[src/rtl/mdio_pkg.sv]
`timescale 1ns/1ps
package mdio_pkg;
  localparam int REG_W  = 16;
  localparam int PHYA_W = 5;
  localparam int REGA_W = 5;
  localparam int DATA_W = 16;

  typedef enum logic [1:0] {
    SEL_CMD  = 2'd0,
    SEL_DATA = 2'd1,
    SEL_CTRL = 2'd2,
    SEL_NONE = 2'd3
  } reg_sel_e;

  localparam int CMD_GO_B     = 0;
  localparam int CMD_WR_B     = 1;
  localparam int CMD_IE_B     = 2;
  localparam int CMD_REGA_LSB = 6;
  localparam int CMD_PHYA_LSB = 11;

  localparam logic [1:0] FR_SOF   = 2'b01;
  localparam logic [1:0] FR_OP_RD = 2'b10;
  localparam logic [1:0] FR_OP_WR = 2'b01;
  localparam logic [1:0] FR_TA_WR = 2'b10;

  typedef struct packed {
    logic [PHYA_W-1:0] phy;
    logic [REGA_W-1:0] rega;
    logic              wr;
    logic              ie;
  } cmd_t;
endpackage

[src/rtl/mdio_regs.sv]
`timescale 1ns/1ps
module mdio_regs
  import mdio_pkg::*;
#(
  parameter int               DIV_W     = 6,
  parameter logic [DIV_W-1:0] DIV_RESET = DIV_W'(19)
) (
  input  logic              clk,
  input  logic              rst_n,
  input  logic [1:0]        reg_addr,
  input  logic              reg_wr,
  input  logic [REG_W-1:0]  reg_wdata,
  output logic [REG_W-1:0]  reg_rdata,
  input  logic              done_i,
  input  logic [DATA_W-1:0] rx_i,
  output logic              busy_o,
  output logic              start_o,
  output cmd_t              cmd_o,
  output cmd_t              cmd_load_o,
  output logic [DATA_W-1:0] data_o,
  output logic [DIV_W-1:0]  div_o,
  output logic              irq_o
);
  reg_sel_e          sel;
  logic              wr_idle, cmd_we;
  cmd_t              cmd_q, cmd_d, cmd_load;
  logic [DATA_W-1:0] data_q, data_d;
  logic [DIV_W-1:0]  div_q, div_d;
  logic              busy_q, busy_d;
  logic              irq_q, irq_d;
  logic              unused_wbits;

  assign unused_wbits = ^reg_wdata[CMD_REGA_LSB-1:CMD_IE_B+1];

  always_comb begin
    sel           = reg_sel_e'(reg_addr);
    wr_idle       = reg_wr && !busy_q;
    cmd_load.phy  = reg_wdata[CMD_PHYA_LSB +: PHYA_W];
    cmd_load.rega = reg_wdata[CMD_REGA_LSB +: REGA_W];
    cmd_load.wr   = reg_wdata[CMD_WR_B];
    cmd_load.ie   = reg_wdata[CMD_IE_B];
    cmd_we        = wr_idle && (sel == SEL_CMD);
    start_o       = cmd_we && reg_wdata[CMD_GO_B];
    cmd_d         = cmd_we ? cmd_load : cmd_q;

    if (done_i && !cmd_q.wr)
      data_d = rx_i;
    else if (wr_idle && (sel == SEL_DATA))
      data_d = reg_wdata[DATA_W-1:0];
    else
      data_d = data_q;

    div_d  = (wr_idle && (sel == SEL_CTRL)) ? reg_wdata[DIV_W-1:0] : div_q;
    busy_d = start_o ? 1'b1 : (done_i ? 1'b0 : busy_q);
    irq_d  = done_i && cmd_q.ie;
  end

  always_comb begin
    case (sel)
      SEL_CMD:  reg_rdata = {cmd_q.phy, cmd_q.rega, 3'b000, cmd_q.ie, cmd_q.wr, busy_q};
      SEL_DATA: reg_rdata = data_q;
      SEL_CTRL: reg_rdata = {{(REG_W-DIV_W){1'b0}}, div_q};
      default:  reg_rdata = '0;
    endcase
  end

  always_ff @(posedge clk or negedge rst_n) begin
    if (!rst_n) begin
      cmd_q  <= '0;
      data_q <= '0;
      div_q  <= DIV_RESET;
      busy_q <= 1'b0;
      irq_q  <= 1'b0;
    end else begin
      cmd_q  <= cmd_d;
      data_q <= data_d;
      div_q  <= div_d;
      busy_q <= busy_d;
      irq_q  <= irq_d;
    end
  end

  assign busy_o     = busy_q;
  assign cmd_o      = cmd_q;
  assign cmd_load_o = cmd_load;
  assign data_o     = data_q;
  assign div_o      = div_q;
  assign irq_o      = irq_q;
endmodule

[src/rtl/mdio_clkgen.sv]
`timescale 1ns/1ps
module mdio_clkgen #(
  parameter int DIV_W = 6
) (
  input  logic             clk,
  input  logic             rst_n,
  input  logic             run_i,
  input  logic [DIV_W-1:0] div_i,
  output logic             mdc_o,
  output logic             rise_o,
  output logic             fall_o
);
  logic [DIV_W-1:0] cnt_q, cnt_d;
  logic             mdc_q, mdc_d;
  logic             flip;

  always_comb begin
    flip   = run_i && (cnt_q == div_i);
    rise_o = flip && !mdc_q;
    fall_o = flip && mdc_q;
    if (!run_i) begin
      cnt_d = '0;
      mdc_d = 1'b0;
    end else if (flip) begin
      cnt_d = '0;
      mdc_d = !mdc_q;
    end else begin
      cnt_d = cnt_q + DIV_W'(1);
      mdc_d = mdc_q;
    end
  end

  always_ff @(posedge clk or negedge rst_n) begin
    if (!rst_n) begin
      cnt_q <= '0;
      mdc_q <= 1'b0;
    end else begin
      cnt_q <= cnt_d;
      mdc_q <= mdc_d;
    end
  end

  assign mdc_o = mdc_q;
endmodule

[src/rtl/mdio_frame.sv]
`timescale 1ns/1ps
module mdio_frame
  import mdio_pkg::*;
#(
  parameter int PRE_LEN = 32,
  localparam int FRAME_LEN = PRE_LEN + 4 + PHYA_W + REGA_W + 2 + DATA_W,
  localparam int IDX_W     = $clog2(FRAME_LEN)
) (
  input  logic              clk,
  input  logic              rst_n,
  input  logic              start_i,
  input  cmd_t              cmd_i,
  input  logic [DATA_W-1:0] data_i,
  input  logic              rise_i,
  input  logic              fall_i,
  input  logic              mdio_i,
  output logic              mdio_o,
  output logic              mdio_oe,
  output logic              done_o,
  output logic [DATA_W-1:0] rx_o,
  output logic [IDX_W-1:0]  idx_o,
  output logic              wr_o
);
  localparam int TA_IDX   = PRE_LEN + 4 + PHYA_W + REGA_W;
  localparam int DATA_IDX = TA_IDX + 2;

  logic [FRAME_LEN-1:0] tx_q, tx_d, frame_img;
  logic [IDX_W-1:0]     idx_q, idx_d, idx_nxt;
  logic                 oe_q, oe_d;
  logic                 wr_q, wr_d;
  logic [DATA_W-1:0]    rx_q, rx_d;
  logic                 last_bit;

  always_comb begin
    frame_img = {{PRE_LEN{1'b1}}, FR_SOF,
                 cmd_i.wr ? FR_OP_WR : FR_OP_RD,
                 cmd_i.phy, cmd_i.rega,
                 cmd_i.wr ? FR_TA_WR : 2'b00,
                 cmd_i.wr ? data_i : {DATA_W{1'b0}}};
    last_bit = (idx_q == IDX_W'(FRAME_LEN-1));
    idx_nxt  = idx_q + IDX_W'(1);
    done_o   = fall_i && last_bit;
    tx_d  = tx_q;
    idx_d = idx_q;
    oe_d  = oe_q;
    wr_d  = wr_q;
    rx_d  = rx_q;
    if (start_i) begin
      tx_d  = frame_img;
      idx_d = '0;
      oe_d  = 1'b1;
      wr_d  = cmd_i.wr;
    end else if (fall_i) begin
      if (last_bit) begin
        oe_d = 1'b0;
      end else begin
        idx_d = idx_nxt;
        tx_d  = {tx_q[FRAME_LEN-2:0], 1'b0};
        oe_d  = wr_q || (idx_nxt < IDX_W'(TA_IDX));
      end
    end else if (rise_i && !wr_q && (idx_q >= IDX_W'(DATA_IDX))) begin
      rx_d = {rx_q[DATA_W-2:0], mdio_i};
    end
  end

  always_ff @(posedge clk or negedge rst_n) begin
    if (!rst_n) begin
      tx_q  <= '0;
      idx_q <= '0;
      oe_q  <= 1'b0;
      wr_q  <= 1'b0;
      rx_q  <= '0;
    end else begin
      tx_q  <= tx_d;
      idx_q <= idx_d;
      oe_q  <= oe_d;
      wr_q  <= wr_d;
      rx_q  <= rx_d;
    end
  end

  assign mdio_o  = oe_q & tx_q[FRAME_LEN-1];
  assign mdio_oe = oe_q;
  assign rx_o    = rx_q;
  assign idx_o   = idx_q;
  assign wr_o    = wr_q;
endmodule

[src/rtl/mdio_mgmt.sv]
`timescale 1ns/1ps
module mdio_mgmt
  import mdio_pkg::*;
#(
  parameter int               DIV_W     = 6,
  parameter logic [DIV_W-1:0] DIV_RESET = DIV_W'(19),
  parameter int               PRE_LEN   = 32
) (
  input  logic        clk,
  input  logic        rst_n,
  input  logic [1:0]  reg_addr,
  input  logic        reg_wr,
  input  logic [15:0] reg_wdata,
  output logic [15:0] reg_rdata,
  output logic        mdc,
  input  logic        mdio_i,
  output logic        mdio_o,
  output logic        mdio_oe,
  output logic        irq
);
  localparam int FRAME_LEN = PRE_LEN + 4 + PHYA_W + REGA_W + 2 + DATA_W;
  localparam int IDX_W     = $clog2(FRAME_LEN);
  localparam int TA_IDX    = PRE_LEN + 4 + PHYA_W + REGA_W;

  logic [1:0]        rst_pipe;
  logic              rst_n_s;
  logic              busy, start, done, rise, fall, frm_wr;
  cmd_t              cmd_cur, cmd_load;
  logic [DATA_W-1:0] data_val, rx_val;
  logic [DIV_W-1:0]  div_val;
  logic [IDX_W-1:0]  bit_idx;
  logic [REG_W-1:0]  cmd_word;

  always_ff @(posedge clk or negedge rst_n) begin
    if (!rst_n) rst_pipe <= 2'b00;
    else        rst_pipe <= {rst_pipe[0], 1'b1};
  end
  assign rst_n_s  = rst_pipe[1];
  assign cmd_word = {cmd_cur.phy, cmd_cur.rega, 3'b000, cmd_cur.ie, cmd_cur.wr, 1'b0};

  mdio_regs #(.DIV_W(DIV_W), .DIV_RESET(DIV_RESET)) u_regs (
    .clk(clk), .rst_n(rst_n_s), .reg_addr(reg_addr), .reg_wr(reg_wr),
    .reg_wdata(reg_wdata), .reg_rdata(reg_rdata), .done_i(done), .rx_i(rx_val),
    .busy_o(busy), .start_o(start), .cmd_o(cmd_cur), .cmd_load_o(cmd_load),
    .data_o(data_val), .div_o(div_val), .irq_o(irq)
  );

  mdio_clkgen #(.DIV_W(DIV_W)) u_clkgen (
    .clk(clk), .rst_n(rst_n_s), .run_i(busy), .div_i(div_val),
    .mdc_o(mdc), .rise_o(rise), .fall_o(fall)
  );

  mdio_frame #(.PRE_LEN(PRE_LEN)) u_frame (
    .clk(clk), .rst_n(rst_n_s), .start_i(start), .cmd_i(cmd_load), .data_i(data_val),
    .rise_i(rise), .fall_i(fall), .mdio_i(mdio_i), .mdio_o(mdio_o), .mdio_oe(mdio_oe),
    .done_o(done), .rx_o(rx_val), .idx_o(bit_idx), .wr_o(frm_wr)
  );
endmodule

[config.mk]
export PLATFORM = sky130hd
export DESIGN_NAME = mdio_mgmt
export DESIGN_NICKNAME = d
export VERILOG_FILES = /design/src/rtl/mdio_pkg.sv /design/src/rtl/mdio_regs.sv /design/src/rtl/mdio_clkgen.sv /design/src/rtl/mdio_frame.sv /design/src/rtl/mdio_mgmt.sv
export SDC_FILE = /design/constraint.sdc
export NUM_CORES = 1
export LEC_CHECK = 0
export ABC_AREA = 1
export BUFFER_PORTS_ARGS = -buffer_cell sky130_fd_sc_hd__buf_2
export CAP_MARGIN = 5
export CORE_UTILIZATION = 41
export DETAILED_ROUTE_END_ITERATION = 10
export PLACE_DENSITY = 0.59
export SLEW_MARGIN = 20
export SYNTH_ARGS = -nofsm -noshare
export SYNTH_HDL_FRONTEND = slang
export SYNTH_SLANG_ARGS = --single-unit
export TNS_END_PERCENT = 10
[constraint.sdc]
create_clock -name clk -period 4.4 [get_ports clk]
set_input_delay 0.66 -clock clk [delete_from_list [all_inputs] [get_ports clk]]
set_output_delay 0.66 -clock clk [all_outputs]
set_load 0.03 [all_outputs]
# After elaboration in Yosys (flattened, before gate mapping)
# Index checks and enable logic that the tools add are counted.
# classes
addsub,2
n_lt_le_gt_ge,2
n_eq_ne,6
muxes,21
n_bitwise,3
reduce_logical,24
# op_table
operator,n
64-bit 2-to-1 mux,3
16-bit 2-to-1 mux,3
16-bit case mux with 3 select lines,1
6-bit 2-to-1 mux,5
1-bit logical AND,13
"6-bit by 1-bit adder with 6-bit output, second input constant",2
1-bit 2-to-1 mux,7
6-bit == test,1
"6-bit == test, second input constant",1
"6-bit greater-or-equal comparator, second input constant",1
"6-bit < comparator, second input constant",1
2-bit nonzero test,3
1-bit logical NOT,4
2-bit 2-to-1 mux,2
3-bit AND reduction,1
"2-bit by 1-bit == test with 1-bit output, second input constant",1
"2-bit == test, second input constant",1
2-bit logical NOT,1
"2-bit by 1-bit != test with 1-bit output, second input constant",1
"2-bit != test, second input constant",1
1-bit inverter,2
2-bit AND reduction,1
1-bit bitwise AND,1
1-bit logical OR,1
# word_totals
regBits,133
input_bits,22
wordCells,74

# Depth between registers and ports, before layout
# logic_depth
ltp_word,6
depth_mapped,11
mapped_depth_nobuf,10

# By module
# A second synthesis with hierarchy kept.
# unflattened
hier_cells,750
area_unflattened_um2,6148.4
# modules_own_cells
mod,instances,cells_per_inst,area_each_um2,seq_area_each_um2
mdio_frame,1,403,3671.0,2202.1
mdio_regs,1,277,1971.9,904.6
mdio_clkgen,1,67,451.7,175.2
mdio_mgmt,1,3,53.8,50.0

# Least setup slack after synthesis
# Ideal clock, no wire load.
# synth_timing
path_type,input port to output port
start,input reg_addr[0]
end,output reg_rdata[12]
t_arrival_ns,1.743
required_time_ns,3.740
setup_slack_ns,1.997
path_stages,5
path_buffers,1
cell_sequence,inv_1 > nor2_1 > inv_1 > clkbuf_1 > o21ai_0
# synth_via
elab_chain_cells,2
# synth_rtl
element,line,rtl
from (decl),mdio_mgmt.sv:11,"input logic [1:0] reg_addr,"
2-bit == test (tied with other cells),mdio_regs.sv:59,case (sel)
16-bit case mux with 3 select lines *,mdio_regs.sv:59,
to (decl),mdio_mgmt.sv:14,"output logic [15:0] reg_rdata,"
# Every way passes the cells marked *; elsewhere a longest branch is shown, timed or not.

# Final worst setup path
# layout_timing
start,input reg_addr[1]
end,output reg_rdata[15]
# Same word-level chain as after synthesis.

==> impl_metrics.env <==
export IMPL_status="finished, final reports clean"
export IMPL_nFillCells=1491
export IMPL_slew_violations=0
export IMPL_end_kind="output pin"
export IMPL_pre_cts_ws_ns=1.68
export IMPL_cts_tree="yes"
export IMPL_clk_pin_slew_ns=0.06
export IMPL_maxSlewHeadroom_pct=47.4
export IMPL_drt_pass1_iter_count=5
export IMPL_hold_path_class="register to register"
export IMPL_hpwl_um=9330
export IMPL_crit_type="input pin to output pin"
export IMPL_syn_instance_count=797
export IMPL_timing_fmax_mhz=387
export IMPL_synth_net_count=821
export IMPL_crit_fanout=10
export IMPL_clock_latency_ns=0.42
export IMPL_grt_max_degree=69
export IMPL_placedCellCount=984
export IMPL_grt_pass1_wl_um=24000
export IMPL_gr_total_overflow=0
export IMPL_finalNonFillerCells=1017
export IMPL_coreArea_um2=14800
export IMPL_h_tree_depth=4
export IMPL_ys_types=31
export IMPL_cp_data_required_time_ns=3.74
export IMPL_arrival_ns=1.92
export IMPL_antenna_found_initial=0
export IMPL_syn_area_um2=6310
export IMPL_dieWidth_um=126
export IMPL_hold_viol_final=0
export IMPL_dieHeight_um=126
export IMPL_tightest_slew_ns=0.789
export IMPL_fin_hold_ws_ns=0.354
export IMPL_p_total_mw=2.72
export IMPL_drc=0
export IMPL_finalCriticalPeriod_ns=2.58
export IMPL_rsz0062_at_grt="no"
export IMPL_synth_top_cell_by_area="dfrtp_1"
export IMPL_vias=5156
export IMPL_viasPerCell=5.07
export IMPL_place_area_um2=6570
export IMPL_setup_tns_ns=0
export IMPL_setup_viol=0
export IMPL_grt_pass1_vias=4912
export IMPL_drtAntennaViolNets=0
export IMPL_final_common_cell="nand2_1"
export IMPL_cts_resized=0
export IMPL_ys_seq_area_share_pct=52.8
export IMPL_rows=44
export IMPL_powerDensity_nw_per_um2=379
export IMPL_ys_warn_count=0
export IMPL_setup_slack_ns=1.82
export IMPL_synth_top_area_share_pct=51.6
export IMPL_startpoint_type="input pin"
export IMPL_cellLeakagePower_nw=3.70
export IMPL_async_flop_share_pct=100
export IMPL_ys_seq_elements=133
export IMPL_root_buffer="clkbuf_16"
export IMPL_syn2layout_area_growth_pct=13.9
export IMPL_synth_area_leaders="dfrtp_1 (52%), nand2_1 (17%), nand3_1 (7.2%)"
export IMPL_ir_drop_uv=256
export IMPL_postLayoutCellArea_um2=7190
export IMPL_gp_congestion=0.839
export IMPL_final_nets=844
export IMPL_port_buffers=41
export IMPL_diodes=0
export IMPL_layout_worst_path_cycle_share_pct=58.7
export IMPL_clock_path_buffers=2
export IMPL_drtIter0Drc=396
export IMPL_final_layout_size_suffix_gt1_share_pct=12.6
export IMPL_final_cell_mix="nand2_1 (293), dfrtp_1 (129), nand3_1 (91)"
export IMPL_cap_violations=0
export IMPL_avgSynthCellArea_um2=7.92
export IMPL_synth_edf_count=0
export IMPL_die_area_um2=15900
export IMPL_cts_inserted_buffers=17
export IMPL_post_drt_wl_per_cell_um=13.7
export IMPL_worst_clock_skew_ns=0.00535
export IMPL_track_usage_pct=19.1
export IMPL_cts_sinks=133
export IMPL_start_util_pct=42.8
export IMPL_wl_um=13900
export IMPL_synthFlopType="dfrtp_1"
export IMPL_final_util_pct=48.7
export IMPL_io_pins=42
[cell usage after synthesis, types with 5 or more instances]
library cell,n
inv_1,69
o21ai_0,63
or2_2,5
xor2_1,6
dfrtp_1,130
a21oi_1,6
buf_4,7
nor2_1,19
inv_2,5
o21ai_1,11
clkbuf_1,17
nand4_1,19
nand2_1,294
nand3_1,91
buf_2,13
or2_1,5
[timing repair]
| action | 4_1_cts | 5_1_grt |
|---|---|---|
| hold buffers | 1 | 0 |
| endpoints found under the hold margin | 2 | 0 |
| setup buffers | 0 | 0 |
[cell type report]
class / instances / area [µm²] / area share, %
flip-flops and latches: 133 / 3340 / 46.4
multi-input cells: 544 / 2470 / 34.4
clock buffers: 18 / 439 / 6.11
inverters: 76 / 285 / 3.97
repair buffers: 48 / 260 / 3.62
well taps: 184 / 230 / 3.20
clock inverters: 14 / 160 / 2.23
[report_power, final]
group | switching [mW] | leakage [nW] | internal, mW | total (mW)
clock | 0.534 | 0.291 | 0.899 | 1.43
combinational | 0.0411 | 1.65 | 0.0139 | 0.0550
sequential | 0.0106 | 1.77 | 1.22 | 1.24
[routing by layer]
layer,vias up,share of wire [%],GRT usage [%]
met1,2456,48,26.1
met4,0,1.8,8.22
met2,107,46,29.8
met3,18,3.9,3.74
li1,2575,-,-
met5,-,0,0
[path summary, 6_finish.rpt]
check                      cells after the start                        start                            to  slack [ns]
min reg2reg                                    0        rst_pipe[0]$_DFF_PN0_         rst_pipe[1]$_DFF_PN0_        0.35
min                                            0        rst_pipe[0]$_DFF_PN0_         rst_pipe[1]$_DFF_PN0_        0.35
max                                            7                  reg_addr[1]                 reg_rdata[15]        1.82
max reg2reg                                    9  u_regs.div_o[4]$_DFFE_PN1P_  u_frame.tx_q[16]$_DFFE_PN0P_        2.05
max in group asynchronous                      1        rst_pipe[1]$_DFF_PN0_  u_frame.rx_o[12]$_DFFE_PN0P_        2.89
min in group asynchronous                      0        rst_pipe[1]$_DFF_PN0_  u_frame.tx_q[34]$_DFFE_PN0P_        0.41
[cell families after synthesis]
family | share of synthesized area, %
compound gates | 7.28
other cells | 0.0594
fa+ha+maj | 0.397
flops | 52.8
simple gates | 30.5
buf+inv | 8.17
xor+xnor | 0.833
[worst max-delay path, stage by stage]
cell and delay [ns]:
buf_2 0.09, inv_1 0.04, nand2_1 0.24, clkinv_1 0.34, nand2_1 0.12, o21ai_0 0.18, buf_2 0.25
[state kept, by name (all words and copies together), names as in the netlist]
register         flops
u_regs.irq_o         1
u_frame.wr_o         1
u_clkgen.mdc_o       1
u_regs.cmd_o        12
u_frame.mdio_oe      1
u_regs.data_o       16
u_regs.busy_o        1
u_clkgen.cnt_q       6
u_frame.rx_o        16
u_frame.idx_o        6
rst_pipe             2
u_regs.div_o         6
u_frame.tx_q        64
Note: power is estimated with default switching activity, not from simulation.
